--- src/rtl/brb_pkg.sv ---
package brb_pkg;
  localparam int KIND_W = 4;
  localparam logic [KIND_W-1:0] KIND_SWAP = 4'd12;
  localparam logic [KIND_W-1:0] KIND_RET  = 4'd13;

  typedef enum logic [1:0] {
    OP_IDLE = 2'd0,
    OP_PUSH = 2'd1,
    OP_POP  = 2'd2,
    OP_SWAP = 2'd3
  } brb_op_e;
endpackage

--- src/rtl/brb_ctl.sv ---
module brb_ctl
  import brb_pkg::*;
#(
  parameter int PTR_W = 5,
  parameter int SEL_W = 1
) (
  input  logic              clk,
  input  logic              rst_n,
  input  logic              rec_valid,
  input  logic [KIND_W-1:0] rec_type,
  input  logic              ras_mode,
  input  logic [SEL_W-1:0]  depth_sel,
  output brb_op_e           op,
  output logic [PTR_W-1:0]  mask,
  output logic [PTR_W-1:0]  ptr_eff,
  output logic [PTR_W-1:0]  wr_slot
);
  logic [PTR_W-1:0] ptr_q;
  logic [PTR_W-1:0] ptr_d;
  logic             ptr_en;
  logic [PTR_W:0]   depth_full;

  always_comb begin
    depth_full = (PTR_W+1)'(16) << depth_sel;
    mask       = PTR_W'(depth_full - 1'b1);
    ptr_eff    = ptr_q & mask;
  end

  always_comb begin
    if (!rec_valid)                            op = OP_IDLE;
    else if (ras_mode && rec_type == KIND_RET)  op = OP_POP;
    else if (ras_mode && rec_type == KIND_SWAP) op = OP_SWAP;
    else                                       op = OP_PUSH;
  end

  always_comb begin
    wr_slot = ptr_eff;
    ptr_d   = ptr_q;
    ptr_en  = 1'b0;
    unique case (op)
      OP_PUSH: begin
        ptr_d  = (ptr_eff + 1'b1) & mask;
        ptr_en = 1'b1;
      end
      OP_POP: begin
        wr_slot = (ptr_eff - 1'b1) & mask;
        ptr_d   = wr_slot;
        ptr_en  = 1'b1;
      end
      OP_SWAP: wr_slot = (ptr_eff - 1'b1) & mask;
      default: ;
    endcase
  end

  always_ff @(posedge clk or negedge rst_n) begin
    if (!rst_n)      ptr_q <= '0;
    else if (ptr_en) ptr_q <= ptr_d;
  end

  a_r2_push_advances: assert property (@(posedge clk) disable iff (!rst_n)
    (op == OP_PUSH && $stable(depth_sel)) |=> ptr_eff == (($past(ptr_eff) + 1'b1) & mask));
  a_r5_pop_retreats: assert property (@(posedge clk) disable iff (!rst_n)
    (op == OP_POP && $stable(depth_sel)) |=> ptr_eff == (($past(ptr_eff) - 1'b1) & mask));
  a_r6_swap_holds_ptr: assert property (@(posedge clk) disable iff (!rst_n)
    (op == OP_SWAP) |=> ptr_q == $past(ptr_q));
  a_r10_idle_holds_ptr: assert property (@(posedge clk) disable iff (!rst_n)
    (!rec_valid) |=> $stable(ptr_q));
endmodule

--- src/rtl/brb_xlate.sv ---
module brb_xlate #(
  parameter int PTR_W = 5
) (
  input  logic [PTR_W-1:0] ptr_eff,
  input  logic [PTR_W-1:0] mask,
  input  logic [PTR_W-1:0] idx,
  output logic [PTR_W-1:0] slot
);
  always_comb slot = (ptr_eff - idx - 1'b1) & mask;
endmodule

--- src/rtl/brb_array.sv ---
module brb_array
  import brb_pkg::*;
#(
  parameter int ADDR_W = 32,
  parameter int PTR_W  = 5
) (
  input  logic              clk,
  input  logic              rst_n,
  input  logic              wr_set,
  input  logic              wr_clr,
  input  logic [PTR_W-1:0]  wr_slot,
  input  logic [ADDR_W-1:0] wr_src,
  input  logic [ADDR_W-1:0] wr_dst,
  input  logic [KIND_W-1:0] wr_kind,
  input  logic [PTR_W-1:0]  rd_slot,
  output logic              rd_valid,
  output logic [ADDR_W-1:0] rd_src,
  output logic [ADDR_W-1:0] rd_dst,
  output logic [KIND_W-1:0] rd_kind
);
  localparam int SLOTS = 1 << PTR_W;

  logic [SLOTS-1:0]  vld_q;
  logic [ADDR_W-1:0] src_q  [SLOTS];
  logic [ADDR_W-1:0] dst_q  [SLOTS];
  logic [KIND_W-1:0] kind_q [SLOTS];
  logic [ADDR_W-1:0] dst_clean;

  always_comb dst_clean = {wr_dst[ADDR_W-1:1], 1'b0};

  for (genvar s = 0; s < SLOTS; s++) begin : g_slot
    logic hit;
    logic data_en;
    logic vld_en;
    logic vld_d;
    always_comb begin
      hit     = (wr_slot == PTR_W'(s));
      data_en = hit && wr_set;
      vld_en  = hit && (wr_set || wr_clr);
      vld_d   = wr_set;
    end
    always_ff @(posedge clk or negedge rst_n) begin
      if (!rst_n)      vld_q[s] <= 1'b0;
      else if (vld_en) vld_q[s] <= vld_d;
    end
    always_ff @(posedge clk) begin
      if (data_en) begin
        src_q[s]  <= wr_src;
        dst_q[s]  <= dst_clean;
        kind_q[s] <= wr_kind;
      end
    end
  end

  always_ff @(posedge clk or negedge rst_n) begin
    if (!rst_n) rd_valid <= 1'b0;
    else        rd_valid <= vld_q[rd_slot];
  end

  always_ff @(posedge clk) begin
    rd_src  <= src_q[rd_slot];
    rd_dst  <= dst_q[rd_slot];
    rd_kind <= kind_q[rd_slot];
  end

  a_r3_store_sets_valid: assert property (@(posedge clk) disable iff (!rst_n)
    wr_set |=> vld_q[$past(wr_slot)] && !dst_q[$past(wr_slot)][0]);
  a_r5_pop_clears_valid: assert property (@(posedge clk) disable iff (!rst_n)
    wr_clr |=> !vld_q[$past(wr_slot)]);
  a_r3_set_clr_exclusive: assert property (@(posedge clk) disable iff (!rst_n)
    !(wr_set && wr_clr));
endmodule

--- src/rtl/brb_ring.sv ---
module brb_ring
  import brb_pkg::*;
#(
  parameter int ADDR_W = 32,
  parameter int SEL_W  = 1,
  localparam int PTR_W = 4 + (1 << SEL_W) - 1
) (
  input  logic              clk,
  input  logic              rst_n,
  input  logic [SEL_W-1:0]  depth_sel,
  input  logic              ras_mode,
  input  logic              rec_valid,
  input  logic [ADDR_W-1:0] rec_src,
  input  logic [ADDR_W-1:0] rec_dst,
  input  logic [3:0]        rec_type,
  input  logic [PTR_W-1:0]  rd_idx,
  output logic              rd_valid,
  output logic [ADDR_W-1:0] rd_src,
  output logic [ADDR_W-1:0] rd_dst,
  output logic [3:0]        rd_type,
  output logic [PTR_W-1:0]  wr_ptr
);
  brb_op_e          op;
  logic [PTR_W-1:0] mask;
  logic [PTR_W-1:0] ptr_eff;
  logic [PTR_W-1:0] wr_slot;
  logic [PTR_W-1:0] rd_slot;
  logic             wr_set;
  logic             wr_clr;

  brb_ctl #(.PTR_W(PTR_W), .SEL_W(SEL_W)) u_ctl (
    .clk(clk), .rst_n(rst_n), .rec_valid(rec_valid), .rec_type(rec_type),
    .ras_mode(ras_mode), .depth_sel(depth_sel), .op(op), .mask(mask),
    .ptr_eff(ptr_eff), .wr_slot(wr_slot)
  );

  brb_xlate #(.PTR_W(PTR_W)) u_xlate (
    .ptr_eff(ptr_eff), .mask(mask), .idx(rd_idx), .slot(rd_slot)
  );

  always_comb begin
    wr_set = (op == OP_PUSH) || (op == OP_SWAP);
    wr_clr = (op == OP_POP);
    wr_ptr = ptr_eff;
  end

  brb_array #(.ADDR_W(ADDR_W), .PTR_W(PTR_W)) u_array (
    .clk(clk), .rst_n(rst_n), .wr_set(wr_set), .wr_clr(wr_clr),
    .wr_slot(wr_slot), .wr_src(rec_src), .wr_dst(rec_dst), .wr_kind(rec_type),
    .rd_slot(rd_slot), .rd_valid(rd_valid), .rd_src(rd_src), .rd_dst(rd_dst),
    .rd_kind(rd_type)
  );

  a_r7_plain_mode_pushes: assert property (@(posedge clk) disable iff (!rst_n)
    (rec_valid && !ras_mode) |-> op == OP_PUSH);
  a_r1_ptr_in_depth: assert property (@(posedge clk) disable iff (!rst_n)
    (wr_ptr & ~mask) == '0);
endmodule

--- config.mk ---
export PLATFORM = sky130hd
export DESIGN_NAME = brb_ring
export DESIGN_NICKNAME = d
export VERILOG_FILES = /design/src/rtl/brb_pkg.sv /design/src/rtl/brb_ctl.sv /design/src/rtl/brb_xlate.sv /design/src/rtl/brb_array.sv /design/src/rtl/brb_ring.sv
export SDC_FILE = /design/constraint.sdc
export NUM_CORES = 2
export LEC_CHECK = 0
export ABC_AREA = 1
export ABC_CLOCK_PERIOD_IN_PS = 3300
export BUFFER_PORTS_ARGS = -buffer_cell sky130_fd_sc_hd__buf_2
export CAP_MARGIN = 20
export CORE_MARGIN = 8
export CORE_UTILIZATION = 48
export CTS_CLUSTER_SIZE = 28
export DETAILED_ROUTE_END_ITERATION = 8
export PLACE_DENSITY = 0.66
export SKIP_LAST_GASP = 1
export SLEW_MARGIN = 20
export SYNTH_ARGS = -nofsm -noshare
export SYNTH_HDL_FRONTEND = slang
export SYNTH_SLANG_ARGS = --single-unit
--- constraint.sdc ---
create_clock -name clk -period 3.3 [get_ports clk]
set_input_delay 0.165 -clock clk [delete_from_list [all_inputs] [get_ports clk]]
set_output_delay 0.165 -clock clk [all_outputs]
set_load 0.05 [all_outputs]
==> impl_metrics.tcl <==
set metrics [dict create \
    placement.io_buffers 149 \
    fp.dieArea_um2 199000 \
    largest_family_of_logic_cells_by_synthesized_area "simple AND/OR/NAND/NOR gates" \
    grt_first_pass_wirelength_um 352000 \
    hold_violations 0 \
    drive_above_1_share 0.104 \
    synth.top_cell.area_share 0.724 \
    internal_power_mw 60.7 \
    number_of_stages_on_the_worst_setup_path 12 \
    ff2ff_path_depth 12 \
    crit_path_max_delay_cell_type "dlygate4sd3_1" \
    place_congestion 0.888 \
    dr.first_iter.drc_count 6522 \
    synthFlopType "edfxtp_1" \
    critPathCaptureType "register" \
    grt.total_usage 0.230 \
    cells_on_worst_hold_path 8 \
    timing.max_cap.violations 0 \
    timing.final.crit_period_ns 3.10 \
    grt_antenna_before_repair 5 \
    achievable-frequency_mhz 322 \
    start_util 0.481 \
    final_count_of_pins_violating_max_slew 0 \
    critPathMaxFanout 7 \
    count_of_yosys_warnings_during_synthesis 0 \
    ant_nets 0 \
    grt_overflow_total 0 \
    rsz_0062_raised_after_global_routing "no" \
    synth_area_per_cell_um2 12.5 \
    max_slew.worst_pin.slew_ns 0.976 \
    synthArstFlopShare 0.0169 \
    number_of_filler_cells_placed_in_the_layout 14700 \
    die_h_um 446 \
    required_ns 4.07 \
    core_area_um2 185000 \
    path_class "reg2reg" \
    synthTopCellsByArea "edfxtp_1 (72%), nor2_1 (7.0%), o21ai_0 (6.1%)" \
    synth_cells 7117 \
    setup_tns_ns 0 \
    critical_path_arrival_ns 3.88 \
    period_share 0.940 \
    insertion_delay_ns 0.86 \
    ys_ff_latch 2249 \
    via_per_inst 5.78 \
    vdd_ir_drop_max_mv 0.962 \
    synth_simple_gate_area_frac 0.117 \
    critical_path.n_buffers_inverters 4 \
    cts_inserted_buffers 219 \
    grt_start_max_net_pins 162 \
    seqPwrFrac 0.330 \
    share_of_the_synthesized_netlist_area_taken_by_xor_and_xnor_gates 0.00108 \
    remaining_drcs 0 \
    net-switching-power_mw 41.5 \
    firstDrtPassIters 6 \
    setup_violations 0 \
    clock-skew-final_ns 0.0477 \
    clk_path_buf_depth 3 \
    cp-start-kind "register" \
    io-pin-count 152 \
    areaGrowthSynthToFinish_pct 15.4 \
    list_of_cells_traversed_by_the_critical_path "buf_6, ha_1, nand2_1, nor2_1, xor2_1, nand3_1, dlygate4sd3_1, o21ai_0, dlygate4sd3_1, nand2_1, dlygate4sd3_1, o21ai_0" \
    clk_pin_slew_worst_paths_ns 0.07 \
    final_standard_cell_utilization_of_the_core 0.555 \
    tritoncts_clock_tree "done" \
    avgRoutedWirePerCell_um 23.6 \
    tritoncts_num_sinks 2249 \
    max_stage_delay_ns 0.57 \
    post_synth_num_cell_types 35 \
    total_wirelength_um 237000 \
    register_to_register_setup_slack_ns 0.20 \
    die-width_um 446 \
    fp-row-count 158 \
    netlist.top_cell.by_area "edfxtp_1" \
    total_leakage_power_nw 34.4 \
    synth_compound_gate_area_share 0.104 \
    p_total_mw 102 \
    run_status "completed" \
    p_per_area_nw_per_um2 996 \
    switch_share 0.406 \
    syn_area_um2 88900 \
    share_clk_of_total_power 0.242 \
    yosys-mux-area-fraction 0 \
    synth_fp_nets 7203 \
    max-slew-margin-rel 0.350 \
    htree_num_levels 4 \
    num-nets-final 7422 \
    finalNonFillerCells 10000 \
    synth-seq-area-share 0.750 \
    crit_family "buffers and inverters" \
    comb_power_share 0.427 \
    detailedPlacementHpwl_um 128000 \
    synth_edf_count 2144 \
    cts_root_buffer "clkbuf_16" \
    grt_pass1_vias 55600 \
    yosys.area_share.adder 0.00121 \
    critical-path-top-cell-by-count "dlygate4sd3_1" \
    cts_setup_buffers 0 \
    dp_cells 9519 \
    detailroute.via_count 57900 \
    hp-class "in2reg" \
]
-- area by class of cell --
| class | count | area, um^2 | share of cell area |
|---|---|---|---|
| inverters | 58 | 374 | 0.00365 |
| well taps | 2480 | 3100 | 0.0302 |
| repair buffers | 477 | 5340 | 0.0521 |
| clock buffers | 285 | 5960 | 0.0581 |
| clock inverters | 129 | 1190 | 0.0116 |
| multi-input cells | 4331 | 19900 | 0.194 |
| diodes | 6 | 15.0 | 0.000146 |
| flip-flops and latches | 2249 | 66700 | 0.650 |
-- through the flow --
stage	setup WS, ns	hold slack (ns)	instance area [um^2]
final	0.197	0.184	103000
after floorplan	-0.311	-0.131	89000
after global routing	0.0200	0.188	103000
after detailed placement	0.0241	0.369	94700
after global placement	-0.0700	0.361	94700
after CTS	0.175	0.130	103000
-- state kept, by name, indices dropped and copies added (netlist names) --
register,cells
u_array.rd_src,32
u_array.vld_q,32
u_ctl.ptr_q,5
u_array.dst_q,992
u_array.kind_q,128
u_array.rd_kind,4
u_array.rd_dst,31
u_array.src_q,1024
u_array.rd_valid,1
-- cells by family after synthesis --
kind of cell / after synthesis
AND/OR/NAND/NOR: 2669
flip-flops: 2249
buffers and inverters: 537
AO/OA/AOI/OAI: 1645
other: 1
adder cells (fa/ha/maj): 8
XOR/XNOR: 8
-- synthesized netlist by cell type, drive strengths merged (2+ instances only) --
| cell type | count |
|---|---|
| a21oi | 5 |
| a22oi | 2 |
| buf | 232 |
| clkbuf | 247 |
| dfrtp | 38 |
| dfxtp | 67 |
| edfxtp | 2144 |
| ha | 7 |
| inv | 57 |
| nand2 | 721 |
| nand3 | 283 |
| nand4 | 2 |
| nor2 | 1662 |
| o211ai | 410 |
| o21ai | 1227 |
| xnor2 | 3 |
| xor2 | 5 |
-- power by group through the flow --
stage	clock [mW]	sequential, mW	combinational (mW)
after floorplan	0	35.8	26.5
after global placement	0	34.3	42.8
after detailed placement	0	34.3	43.4
after CTS	25.1	33.8	43.7
after global routing	26.2	33.9	47.9
final	24.8	33.8	43.7
-- final timing paths --
check | endpoint | from
min in group asynchronous | u_ctl.ptr_q[4] | rst_n
worst max-delay path | u_ctl.ptr_q[4] | u_ctl.ptr_q[0]
worst max register to register | u_ctl.ptr_q[4] | u_ctl.ptr_q[0]
worst min register to register | u_array.vld_q[23] | u_array.vld_q[23]
worst min-delay path | u_array.rd_src[19] | rd_idx[4]
max in group asynchronous | u_array.rd_valid | rst_n
-- placed cells by master (no fill, tap or decap), drive strengths merged, types with 38 or more instances in the layout --
cell,n
edfxtp,2144
nor2,1662
o21ai,1227
nand2,721
o211ai,410
buf,401
clkbuf,285
nand3,283
clkinv,95
dlygate4sd3,76
dfxtp,67
inv,39
dfrtp,38
-- worst reg2reg max path, cell delays in order, from the launching register on --
cell and delay, ns:
dfrtp_1 0.40, buf_6 0.15, ha_1 0.16, nand2_1 0.07, nor2_1 0.13, xor2_1 0.15
nand3_1 0.07, dlygate4sd3_1 0.56, o21ai_0 0.07, dlygate4sd3_1 0.57, nand2_1 0.06, dlygate4sd3_1 0.55
o21ai_0 0.07
-- metal layers --
layer	GRT usage	routed length, um	vias up
li1	-	-	26100
met1	0.314	96400	28900
met2	0.383	115000	2430
met3	0.0331	17200	436
met4	0.0758	7910	0
met5	0	0	-
-- what timing repair did --
action                                  CTS  global route
endpoints found under the hold margin  2211             0
hold buffers                             76             0
setup endpoints to repair                 0             1
gates resized for setup                   0             2
No activity file was read; power rests on OpenSTA's default activity.
